## src/rtl/pcs_pkg.sv

```systemverilog
package pcs_pkg;

   typedef enum logic [2:0] {
      PR_LT     = 3'b000,
      PR_LE     = 3'b001,
      PR_GT     = 3'b010,
      PR_GE     = 3'b011,
      PR_EQ     = 3'b100,
      PR_NE     = 3'b101,
      PR_NEVER  = 3'b110,
      PR_ALWAYS = 3'b111
   } pcs_pred_e;

   typedef enum logic [1:0] {
      EW_8  = 2'b00,
      EW_16 = 2'b01,
      EW_32 = 2'b10,
      EW_64 = 2'b11
   } pcs_width_e;

   localparam int unsigned PCS_MIN_LANE_W = 8;
   localparam int unsigned PCS_MAX_WIDTHS = 4;

   // Turn the two primitive relations of one lane into the predicate outcome.
   function automatic logic pcs_pred_eval(input pcs_pred_e p, input logic lt, input logic eq);
      logic r;
      unique case (p)
         PR_LT:     r = lt;
         PR_LE:     r = lt | eq;
         PR_GT:     r = ~(lt | eq);
         PR_GE:     r = ~lt;
         PR_EQ:     r = eq;
         PR_NE:     r = ~eq;
         PR_NEVER:  r = 1'b0;
         default:   r = 1'b1;
      endcase
      return r;
   endfunction

endpackage

```

## src/rtl/pcs_lane_bank.sv

```systemverilog
module pcs_lane_bank
   import pcs_pkg::*;
#(
   parameter int unsigned VEC_W  = 128,
   parameter int unsigned LANE_W = 8
) (
   input  logic [VEC_W-1:0] op_a,
   input  logic [VEC_W-1:0] op_b,
   input  pcs_pred_e        pred,
   input  logic             is_signed,
   output logic [VEC_W-1:0] lane_mask
);

   localparam int unsigned LANES = VEC_W / LANE_W;
   localparam int unsigned EXT_W = LANE_W + 1;

   if (LANE_W < PCS_MIN_LANE_W || (VEC_W % LANE_W) != 0) begin : g_bad_cfg
      $error("pcs_lane_bank: lane width must be >= 8 and divide VEC_W");
   end

   for (genvar l = 0; l < LANES; l++) begin : g_lane
      logic [LANE_W-1:0] va, vb;
      logic [EXT_W-1:0]  xa, xb;
      logic              lt, eq, hit;

      assign va = op_a[l*LANE_W +: LANE_W];
      assign vb = op_b[l*LANE_W +: LANE_W];
      // One extra bit: sign copy in signed mode, zero in unsigned mode.
      assign xa = {is_signed & va[LANE_W-1], va};
      assign xb = {is_signed & vb[LANE_W-1], vb};
      assign lt = $signed(xa) < $signed(xb);
      assign eq = (va == vb);
      assign hit = pcs_pred_eval(pred, lt, eq);
      assign lane_mask[l*LANE_W +: LANE_W] = {LANE_W{hit}};

      // strict ordering and equality are mutually exclusive
      always_comb begin
         a_r1_lt_excludes_eq: assert (!(lt && eq))
            else $error("lane reports both less-than and equal");
      end
   end

endmodule

```

## src/rtl/pcs_width_mux.sv

```systemverilog
module pcs_width_mux
   import pcs_pkg::*;
#(
   parameter int unsigned VEC_W      = 128,
   parameter int unsigned NUM_WIDTHS = 4
) (
   input  logic [NUM_WIDTHS-1:0][VEC_W-1:0] bank_mask,
   input  logic [1:0]                       size_code,
   output logic [VEC_W-1:0]                 mask
);

   if (NUM_WIDTHS < 1 || NUM_WIDTHS > PCS_MAX_WIDTHS) begin : g_bad_cfg
      $error("pcs_width_mux: NUM_WIDTHS out of range");
   end

   // Padded to the full code space; codes without a bank produce zero.
   logic [PCS_MAX_WIDTHS-1:0][VEC_W-1:0] padded;

   for (genvar w = 0; w < PCS_MAX_WIDTHS; w++) begin : g_pad
      if (w < NUM_WIDTHS) begin : g_have
         assign padded[w] = bank_mask[w];
      end else begin : g_none
         assign padded[w] = '0;
      end
   end

   assign mask = padded[size_code];

endmodule

```

## src/rtl/pcs_bit_merge.sv

```systemverilog
module pcs_bit_merge #(
   parameter int unsigned VEC_W   = 128,
   parameter int unsigned SLICE_W = 32
) (
   input  logic [VEC_W-1:0] sel,
   input  logic [VEC_W-1:0] src_x,
   input  logic [VEC_W-1:0] src_y,
   output logic [VEC_W-1:0] merged
);

   localparam int unsigned SLICES = VEC_W / SLICE_W;

   if (SLICE_W == 0 || (VEC_W % SLICE_W) != 0) begin : g_bad_cfg
      $error("pcs_bit_merge: SLICE_W must divide VEC_W");
   end

   for (genvar s = 0; s < SLICES; s++) begin : g_slice
      logic [SLICE_W-1:0] m, x, y, o;
      assign m = sel[s*SLICE_W +: SLICE_W];
      assign x = src_x[s*SLICE_W +: SLICE_W];
      assign y = src_y[s*SLICE_W +: SLICE_W];
      assign o = (m & x) | (~m & y);
      assign merged[s*SLICE_W +: SLICE_W] = o;

      // when both sources agree the selector is irrelevant
      always_comb begin
         a_r7_agree_passes: assert ((x != y) || (o == x))
            else $error("merge altered bits where both sources agree");
      end
   end

endmodule

```

## src/rtl/packed_cmp_select.sv

```systemverilog
module packed_cmp_select
   import pcs_pkg::*;
#(
   parameter int unsigned VEC_W      = 128,
   parameter int unsigned MAX_LANE_W = 64,
   parameter int unsigned MERGE_SLICE = 32
) (
   input  logic             clk,
   input  logic             rst_n,
   input  logic             in_valid,
   input  logic [VEC_W-1:0] cmp_a,
   input  logic [VEC_W-1:0] cmp_b,
   input  logic [2:0]       pred,
   input  logic [1:0]       elem_size,
   input  logic             is_signed,
   input  logic             use_ext_mask,
   input  logic [VEC_W-1:0] ext_mask,
   input  logic [VEC_W-1:0] sel_x,
   input  logic [VEC_W-1:0] sel_y,
   output logic             out_valid,
   output logic [VEC_W-1:0] mask_out,
   output logic [VEC_W-1:0] merged_out
);

   localparam int unsigned NUM_WIDTHS = $clog2(MAX_LANE_W / PCS_MIN_LANE_W) + 1;

   if ((MAX_LANE_W & (MAX_LANE_W - 1)) != 0 || MAX_LANE_W < PCS_MIN_LANE_W
       || MAX_LANE_W > 64) begin : g_bad_lane
      $error("packed_cmp_select: MAX_LANE_W must be a power of two in 8..64");
   end
   if ((VEC_W % MAX_LANE_W) != 0) begin : g_bad_vec
      $error("packed_cmp_select: VEC_W must be a multiple of MAX_LANE_W");
   end

   pcs_pred_e pred_e;
   assign pred_e = pcs_pred_e'(pred);

   logic [NUM_WIDTHS-1:0][VEC_W-1:0] bank_mask;

   for (genvar w = 0; w < NUM_WIDTHS; w++) begin : g_bank
      pcs_lane_bank #(
         .VEC_W  (VEC_W),
         .LANE_W (PCS_MIN_LANE_W << w)
      ) u_bank (
         .op_a      (cmp_a),
         .op_b      (cmp_b),
         .pred      (pred_e),
         .is_signed (is_signed),
         .lane_mask (bank_mask[w])
      );
   end

   logic [VEC_W-1:0] cmp_mask;

   pcs_width_mux #(
      .VEC_W      (VEC_W),
      .NUM_WIDTHS (NUM_WIDTHS)
   ) u_wmux (
      .bank_mask (bank_mask),
      .size_code (elem_size),
      .mask      (cmp_mask)
   );

   logic [VEC_W-1:0] merge_sel;
   logic [VEC_W-1:0] merged;

   assign merge_sel = use_ext_mask ? ext_mask : cmp_mask;

   pcs_bit_merge #(
      .VEC_W   (VEC_W),
      .SLICE_W (MERGE_SLICE)
   ) u_merge (
      .sel    (merge_sel),
      .src_x  (sel_x),
      .src_y  (sel_y),
      .merged (merged)
   );

   always_ff @(posedge clk or negedge rst_n) begin
      if (!rst_n) begin
         out_valid  <= 1'b0;
         mask_out   <= '0;
         merged_out <= '0;
      end else begin
         out_valid <= in_valid;
         if (in_valid) begin
            mask_out   <= cmp_mask;
            merged_out <= merged;
         end
      end
   end

   // strobe delay and hold behaviour
   a_r9_valid_delay: assert property (@(posedge clk) disable iff (!rst_n)
      1'b1 |=> (out_valid == $past(in_valid)));
   a_r9_hold_idle: assert property (@(posedge clk) disable iff (!rst_n)
      !in_valid |=> ($stable(mask_out) && $stable(merged_out)));

   // constant predicates
   a_r2_never_zero: assert property (@(posedge clk) disable iff (!rst_n)
      (in_valid && pred == PR_NEVER) |=> (mask_out == '0));
   a_r2_always_ones: assert property (@(posedge clk) disable iff (!rst_n)
      (in_valid && pred == PR_ALWAYS) |=> (mask_out == '1));

   // equal operands satisfy the equality predicate in every lane
   a_r1_eq_self: assert property (@(posedge clk) disable iff (!rst_n)
      (in_valid && pred == PR_EQ && cmp_a == cmp_b) |=> (mask_out == '1));

   // selector source choice seen at the merged output
   a_r8_cmp_path: assert property (@(posedge clk) disable iff (!rst_n)
      (in_valid && !use_ext_mask && pred == PR_ALWAYS) |=> (merged_out == $past(sel_x)));
   a_r8_ext_zero: assert property (@(posedge clk) disable iff (!rst_n)
      (in_valid && use_ext_mask && ext_mask == '0) |=> (merged_out == $past(sel_y)));

endmodule

```

## config.mk

```make
export PLATFORM = sky130hd
export DESIGN_NAME = packed_cmp_select
export DESIGN_NICKNAME = d
export VERILOG_FILES = /design/src/rtl/pcs_pkg.sv /design/src/rtl/pcs_lane_bank.sv /design/src/rtl/pcs_width_mux.sv /design/src/rtl/pcs_bit_merge.sv /design/src/rtl/packed_cmp_select.sv
export SDC_FILE = /design/constraint.sdc
export NUM_CORES = 1
export LEC_CHECK = 0
export BUFFER_PORTS_ARGS = -buffer_cell sky130_fd_sc_hd__buf_2
export CAP_MARGIN = 20
export CORE_AREA = 3 3 351 353
export DETAILED_ROUTE_END_ITERATION = 10
export DIE_AREA = 0 0 354 356
export PLACE_DENSITY = 0.37
export SLEW_MARGIN = 40
export SYNTH_ARGS = -nofsm -noshare
export SYNTH_HDL_FRONTEND = slang
export SYNTH_SLANG_ARGS = --single-unit
export TNS_END_PERCENT = 10
```

## constraint.sdc

```tcl
create_clock -name clk -period 1.4 [get_ports clk]
set_input_delay 0.14 -clock clk [delete_from_list [all_inputs] [get_ports clk]]
set_output_delay 0.14 -clock clk [all_outputs]
set_load 0.05 [all_outputs]
```

* Yosys cells after proc, flatten, opt, wreduce, memory -nomap -nowiden
Index checks and enable logic that the tools add are counted. Widths: inputs -> output; s select.
Operators by class: bitwise gates (word level) 168, equality and inequality tests 36, reduce and logical (&&, ||, !) cells 1, mux-type cells 33, magnitude comparators 31
Operators with widths (count):
- $and 32x32->32 | 8
- $bmux 128 s2 | 1
- $mux 128 | 2
- $pmux 1 s7 | 30
- $lt 9x9->1 | 16
- $lt 17x17->1 | 8
- $lt 33x33->1 | 4
- $lt 65x65->1 | 2
- $eq 16x16->1 | 8
- $eq 32x32->1 | 4
- $eq 64x64->1 | 2
- $eq 8x8->1 | 16
- $not 32->32 | 4
- $or 32x32->32 | 4
- $not 1->1 | 90
- $and 1x1->1 | 32
- $or 1x1->1 | 30
- $eq 3x3->1 const B | 3
- $eq 3x2->1 const B | 2
- $eq 3x1->1 const B | 1
- $logic_not 3->1 | 1
- $lt 2x3->1 const B | 1
Storage, ports and cells: logic and storage cells 272, input port bits 650, output and inout bits 257, register bits after elaboration 257

* Longest topological paths before layout
word-level depth 11, mapped depth 16, depth with buffers taken out 13

* By module
From an unflattened synthesis, not the netlist that was laid out.
Second synthesis, totals: cell total of the unflattened synthesis 3645, area, all modules 35601.6 um^2
By module, submodules not included:
- packed_cmp_select | times used 1, cells an instance 683, area each 11160.7 um^2, sequential area each 6431.2 um^2
- pcs_lane_bank (g_bank[0].u_bank) | times used 1, cells an instance 748, area each 5410.2 um^2, sequential area each 0.0 um^2
- pcs_lane_bank (g_bank[1].u_bank) | times used 1, cells an instance 670, area each 4902.2 um^2, sequential area each 0.0 um^2
- pcs_lane_bank (g_bank[2].u_bank) | times used 1, cells an instance 637, area each 4573.1 um^2, sequential area each 0.0 um^2
- pcs_lane_bank (g_bank[3].u_bank) | times used 1, cells an instance 623, area each 4436.8 um^2, sequential area each 0.0 um^2
- pcs_width_mux | times used 1, cells an instance 156, area each 3196.8 um^2, sequential area each 0.0 um^2
- pcs_bit_merge | times used 1, cells an instance 128, area each 1921.8 um^2, sequential area each 0.0 um^2

* Worst setup path before layout
OpenSTA, ideal clock, no wires.
path kind input-to-reg, start point input cmp_b[39], end point register merged_out[22], data required time 1.275 ns, stages 16, library setup time 0.125 ns, path buffers 3, arrival time 3.212 ns, slack -1.936 ns, cells stage by stage inv_1 > ha_1 > and3_1 > clkbuf_1 > and2_1 > a221oi_2 > o22ai_1 > o31ai_1 > o31ai_1 > a211o_1 > and3_1 > a211o_1 > buf_6 > buf_6 > o221ai_1 > mux2_2
On the way: word-level cells in the longest chain between the ends 10, elaborated cells on any way between the ends 14, those cells by class order compare: 1; eq/ne: 1; mux: 4; bitwise: 8
Ends and longest elaborated chain:
- start: declaration | RTL line packed_cmp_select.sv:12 | input logic [VEC_W-1:0] cmp_b,
- $lt 65x65->1 or $eq 64x64->1 (tied branches) | RTL line pcs_lane_bank.sv:31, pcs_lane_bank.sv:32
- $or 1x1->1 | RTL line pcs_pkg.sv:29, pcs_pkg.sv:30
- $not 1->1 | RTL line pcs_pkg.sv:30 | PR_GT: r = ~(lt | eq);
- $pmux 1 s7 * | RTL line pcs_pkg.sv:27 | unique case (p)
- $bmux 128 s2 * | RTL line pcs_width_mux.sv:27 | assign mask = padded[size_code];
- $mux 128 (implied by the code) * | RTL line pcs_width_mux.sv:27
- $mux 128 * | RTL line packed_cmp_select.sv:67 | assign merge_sel = use_ext_mask ? ext_mask : cmp_mask;
- $not 32->32 | RTL line pcs_bit_merge.sv:22 | assign o = (m & x) | (~m & y);
- $and 32x32->32 | RTL line pcs_bit_merge.sv:22
- $or 32x32->32 * | RTL line pcs_bit_merge.sv:22
- end signal: assignment | RTL line packed_cmp_select.sv:88 | merged_out <= merged;
- end: declaration | RTL line packed_cmp_select.sv:22 | output logic [VEC_W-1:0] merged_out
Every way passes the cells marked *; elsewhere a longest branch is shown, timed or not. The select of a mux whose other input is x is not followed. A chain may end at the register's enable or synchronous reset.

* Worst setup path after layout
start point input cmp_a[50], end point register merged_out[45]
On the way: word-level cells in the longest chain between the ends 10, elaborated cells on any way between the ends 21, those cells by class order compare: 2; eq/ne: 2; mux: 5; bitwise: 12
Ends and longest elaborated chain:
- start: declaration | RTL line packed_cmp_select.sv:11 | input logic [VEC_W-1:0] cmp_a,
- $lt 65x65->1, or another cell as far along | RTL line pcs_lane_bank.sv:31 | assign lt = $signed(xa) < $signed(xb);
- $or 1x1->1 | RTL line pcs_pkg.sv:29, pcs_pkg.sv:30
- $not 1->1 | RTL line pcs_pkg.sv:30
- $pmux 1 s7 | RTL line pcs_pkg.sv:27
- $bmux 128 s2 * | RTL line pcs_width_mux.sv:27
- $mux 128 (implied by the code) * | RTL line pcs_width_mux.sv:27
- $mux 128 * | RTL line packed_cmp_select.sv:67
- $not 32->32 | RTL line pcs_bit_merge.sv:22
- $and 32x32->32 | RTL line pcs_bit_merge.sv:22
- $or 32x32->32 * | RTL line pcs_bit_merge.sv:22
Marked as above.

==> impl_metrics.tcl <==
set metrics [dict create \
    cp-startpoint "cmp_a[50]" \
    route.detailed.drc 0 \
    hold_end "merged_out[54]" \
    min_period_ns 3.34 \
    final_cell_count_no_fill 5075 \
    cts_sinks 145 \
    initial_utilization 0.133 \
    grtUsageTotal 0.154 \
    max_cap_viol_count 0 \
    fill_cells 13352 \
    synth-simple-area-share 0.203 \
    clk_latency_ns 0.47 \
    first_global_vias 21234 \
    hp-class "in2reg" \
    detail-route-antenna-nets 0 \
    core_area_um2 120000 \
    critPathMaxFanout 8 \
    hold_start "ext_mask[54]" \
    p_clk_frac 0.206 \
    vias_per_cell 4.04 \
    area_delta_synth_final_pct 86.4 \
    ys_warn_count 0 \
    reg2reg_from "merged_out[28]" \
    clkTransAtPathRegs_ns 0.08 \
    rsz0062_at_grt "true" \
    hold_depth 4 \
    die-area_um2 126000 \
    most-common-layout-cells "buf_2 (757), buf_4 (505), dlygate4sd3_1 (264), nor2_1 (166), inv_1 (148)" \
    r2r_cells 2 \
    die_x_um 354 \
    r2r_slack_ns 0.28 \
    cts_max_level 4 \
    grt-ovfl-total 0 \
    ys_seq_area_frac 0.227 \
    setup_viol 168 \
    rows 127 \
    io_buffers 906 \
    synth_mux_area_frac 0.0696 \
    ff_latch_area_um2 3650 \
    seqPwrFrac 0.220 \
    ys.flop_type "dfrtp_1" \
    synth_adder_area_share 0.119 \
    synth_edf_count 0 \
    p_int_uw 12600 \
    cts-root-buf "clkbuf_16" \
    pin_count 907 \
    cts_buffers 17 \
    setup.worst_path.class "in2reg" \
    die_h_um 356 \
    grt_pass1_wl_mm 143 \
    violations "negative setup slack" \
    detail_route.wirelength_mm 101 \
    synth_xor_area_frac 0.0104 \
    ys_types 82 \
    drive_gt1_frac 0.481 \
    tightest_slew_ns 0.611 \
    p_sw_uw 11800 \
    yosys_register_bits 145 \
    grt_max_degree 63 \
    dp_hpwl_mm 86.2 \
    p_per_area_nw_per_um2 820 \
    min_period_over_period 2.39 \
    fin_ws_ns -1.94 \
    synth_top_family_by_area "compound AO/OA/AOI/OAI gates" \
    crit_path_end_kind "flip-flop" \
    wire_per_inst_um 20.0 \
    first_iter_violations 982 \
    crit_arrival_ns 3.74 \
    drv_slew 0 \
    synth_compound_area_frac 0.252 \
    dpl_cell_area_um2 25000 \
    clockBufferDepth 2 \
    mostFrequentLayoutCell "buf_2" \
    worstPathRequired_ns 1.80 \
    pwr-share-comb 0.575 \
    placed_cells 4740 \
    swShare 0.482 \
    fmax_mhz 299 \
    hold_ws_ns 0.0437 \
    stdcell_area_um2 29700 \
    num_vias 20507 \
    async_flop_share 1.00 \
    multiInputGateArea_um2 11400 \
    relSlewSlack 0.592 \
    fin_worst_skew_ns 0 \
    outcome "finished with violations" \
    timing.rr.end "merged_out[28]" \
    gp_congestion 0.853 \
    syn_inst 2016 \
    syn_nets 2818 \
    start_kind "input port" \
    p_leak_uw 0.0142 \
    syn_area_um2 16000 \
    nets 4231 \
    tritoncts "yes" \
    finalHoldViolations 0 \
    antenna_found_initial 38 \
    ir_drop_mv 0.800 \
    drt_pass1_iterations 5 \
    synth.avg_cell_area_um2 7.91 \
]
[flip-flops by register name, summed over array words and instances, names as in the netlist]
signal	cells
out_valid	1
mask_out	16
merged_out	128
[through the flow]
step | utilization | worst slack (ns) | total power [uW] | TNS [ns]
floorplan | - | -1.85 | 13400 | -246.64
global placement | 0.208 | -2.73 | 17900 | -350.15
detailed placement | 0.208 | -2.64 | 17900 | -346.87
CTS | 0.245 | -1.86 | 24600 | -238.67
global route | 0.247 | -2.04 | 25800 | -260.57
finish | 0.248 | -1.94 | 24400 | -241.55
[synth_stat cells (all sizes together), types with 9 or more instances]
cell type / number / area (um2)
buf: 135 / 976
a2bb2oi: 9 / 78.8
a21oi: 133 / 666
a22oi: 15 / 113
mux2i: 52 / 524
or3b: 25 / 219
dfrtp: 145 / 3630
nor2b: 52 / 325
nor4: 13 / 118
o21a: 11 / 82.6
inv: 162 / 608
o31ai: 11 / 82.6
o21ai: 96 / 480
ha: 152 / 1900
a31oi: 84 / 526
o21bai: 9 / 82.6
and2: 17 / 106
nand3: 84 / 430
or2: 12 / 75.1
nor2: 170 / 638
and3: 29 / 181
nand4: 33 / 219
o221ai: 25 / 219
nor3: 27 / 161
a211oi: 12 / 90.1
nand2: 133 / 499
nand3b: 10 / 75.1
o211ai: 24 / 180
mux2: 52 / 586
a21o: 20 / 150
or3: 9 / 61.3
o22ai: 25 / 156
a21bo: 33 / 330
xor2: 16 / 140
clkbuf: 77 / 289
[timing repair]
item / in CTS / in global routing
hold endpoints to repair: 273 / 0
gates cloned: 2 / 0
gates resized for setup: 294 / 61
setup endpoints to repair: 278 / 271
hold buffers: 264 / 0
setup buffers: 22 / 1
pin swaps: 112 / 51
[how the worst max path moves through the flow]
stage | to | slack (ns) | cells after the start
finish | merged_out[45] | -1.94 | 22
global route | merged_out[46] | -2.04 | 21
CTS | merged_out[61] | -1.86 | 21
detailed placement | merged_out[67] | -2.64 | 16
global placement | merged_out[67] | -2.73 | 16
floorplan | merged_out[27] | -1.85 | 15
[routing by layer]
metal	GRT usage	vias up	wire length, um	share of wire
li1	-	10086	-	-
met1	0.185	9604	42300	0.42
met2	0.275	700	50400	0.50
met3	0.0374	107	6290	0.062
met4	0.0359	10	2300	0.023
met5	0	-	57	0.00056
[critical path, cell delays in order]
cell,delay (ns)
buf_2,0.11
ha_4,0.26
nand4_1,0.27
buf_6,0.25
buf_6,0.11
a211oi_2,0.14
buf_4,0.17
nand4_1,0.21
nor4_2,0.21
buf_4,0.16
o31ai_4,0.06
o31ai_4,0.09
nand4_1,0.16
buf_4,0.17
a311oi_4,0.28
buf_12,0.18
buf_12,0.11
o21bai_4,0.07
buf_12,0.14
buf_6,0.12
a21bo_2,0.18
a31oi_1,0.15
[layout make-up]
type | instances | area share
clock buffer | 17 | 0.0143
clock inverter | 15 | 0.00589
inverter | 165 | 0.0218
timing repair buffer | 1605 | 0.381
antenna | 21 | 0.00177
tap | 1612 | 0.0678
multi-input combinational | 1495 | 0.384
sequential | 145 | 0.123
[power groups by stage]
stage	clock network [uW]	logic (uW)	registers [uW]
floorplan	0	6010	7370
global placement	0	12600	5360
detailed placement	0	12500	5370
CTS	5250	14000	5340
global route	5380	15000	5420
finish	5020	14000	5360
[logic make-up (layout without fill, tap and decap cells)]
family / count (synthesis) / after routing
DFF: 145 / 145
muxes: 104 / 104
adders and majority gates: 152 / 152
other: 0 / 21
AOI/OAI and AO/OA: 591 / 591
buffers and inverters: 377 / 1802
and+or+nand+nor: 628 / 629
xor gates and xnor gates: 19 / 19
No activity file was read; power rests on OpenSTA's default activity.
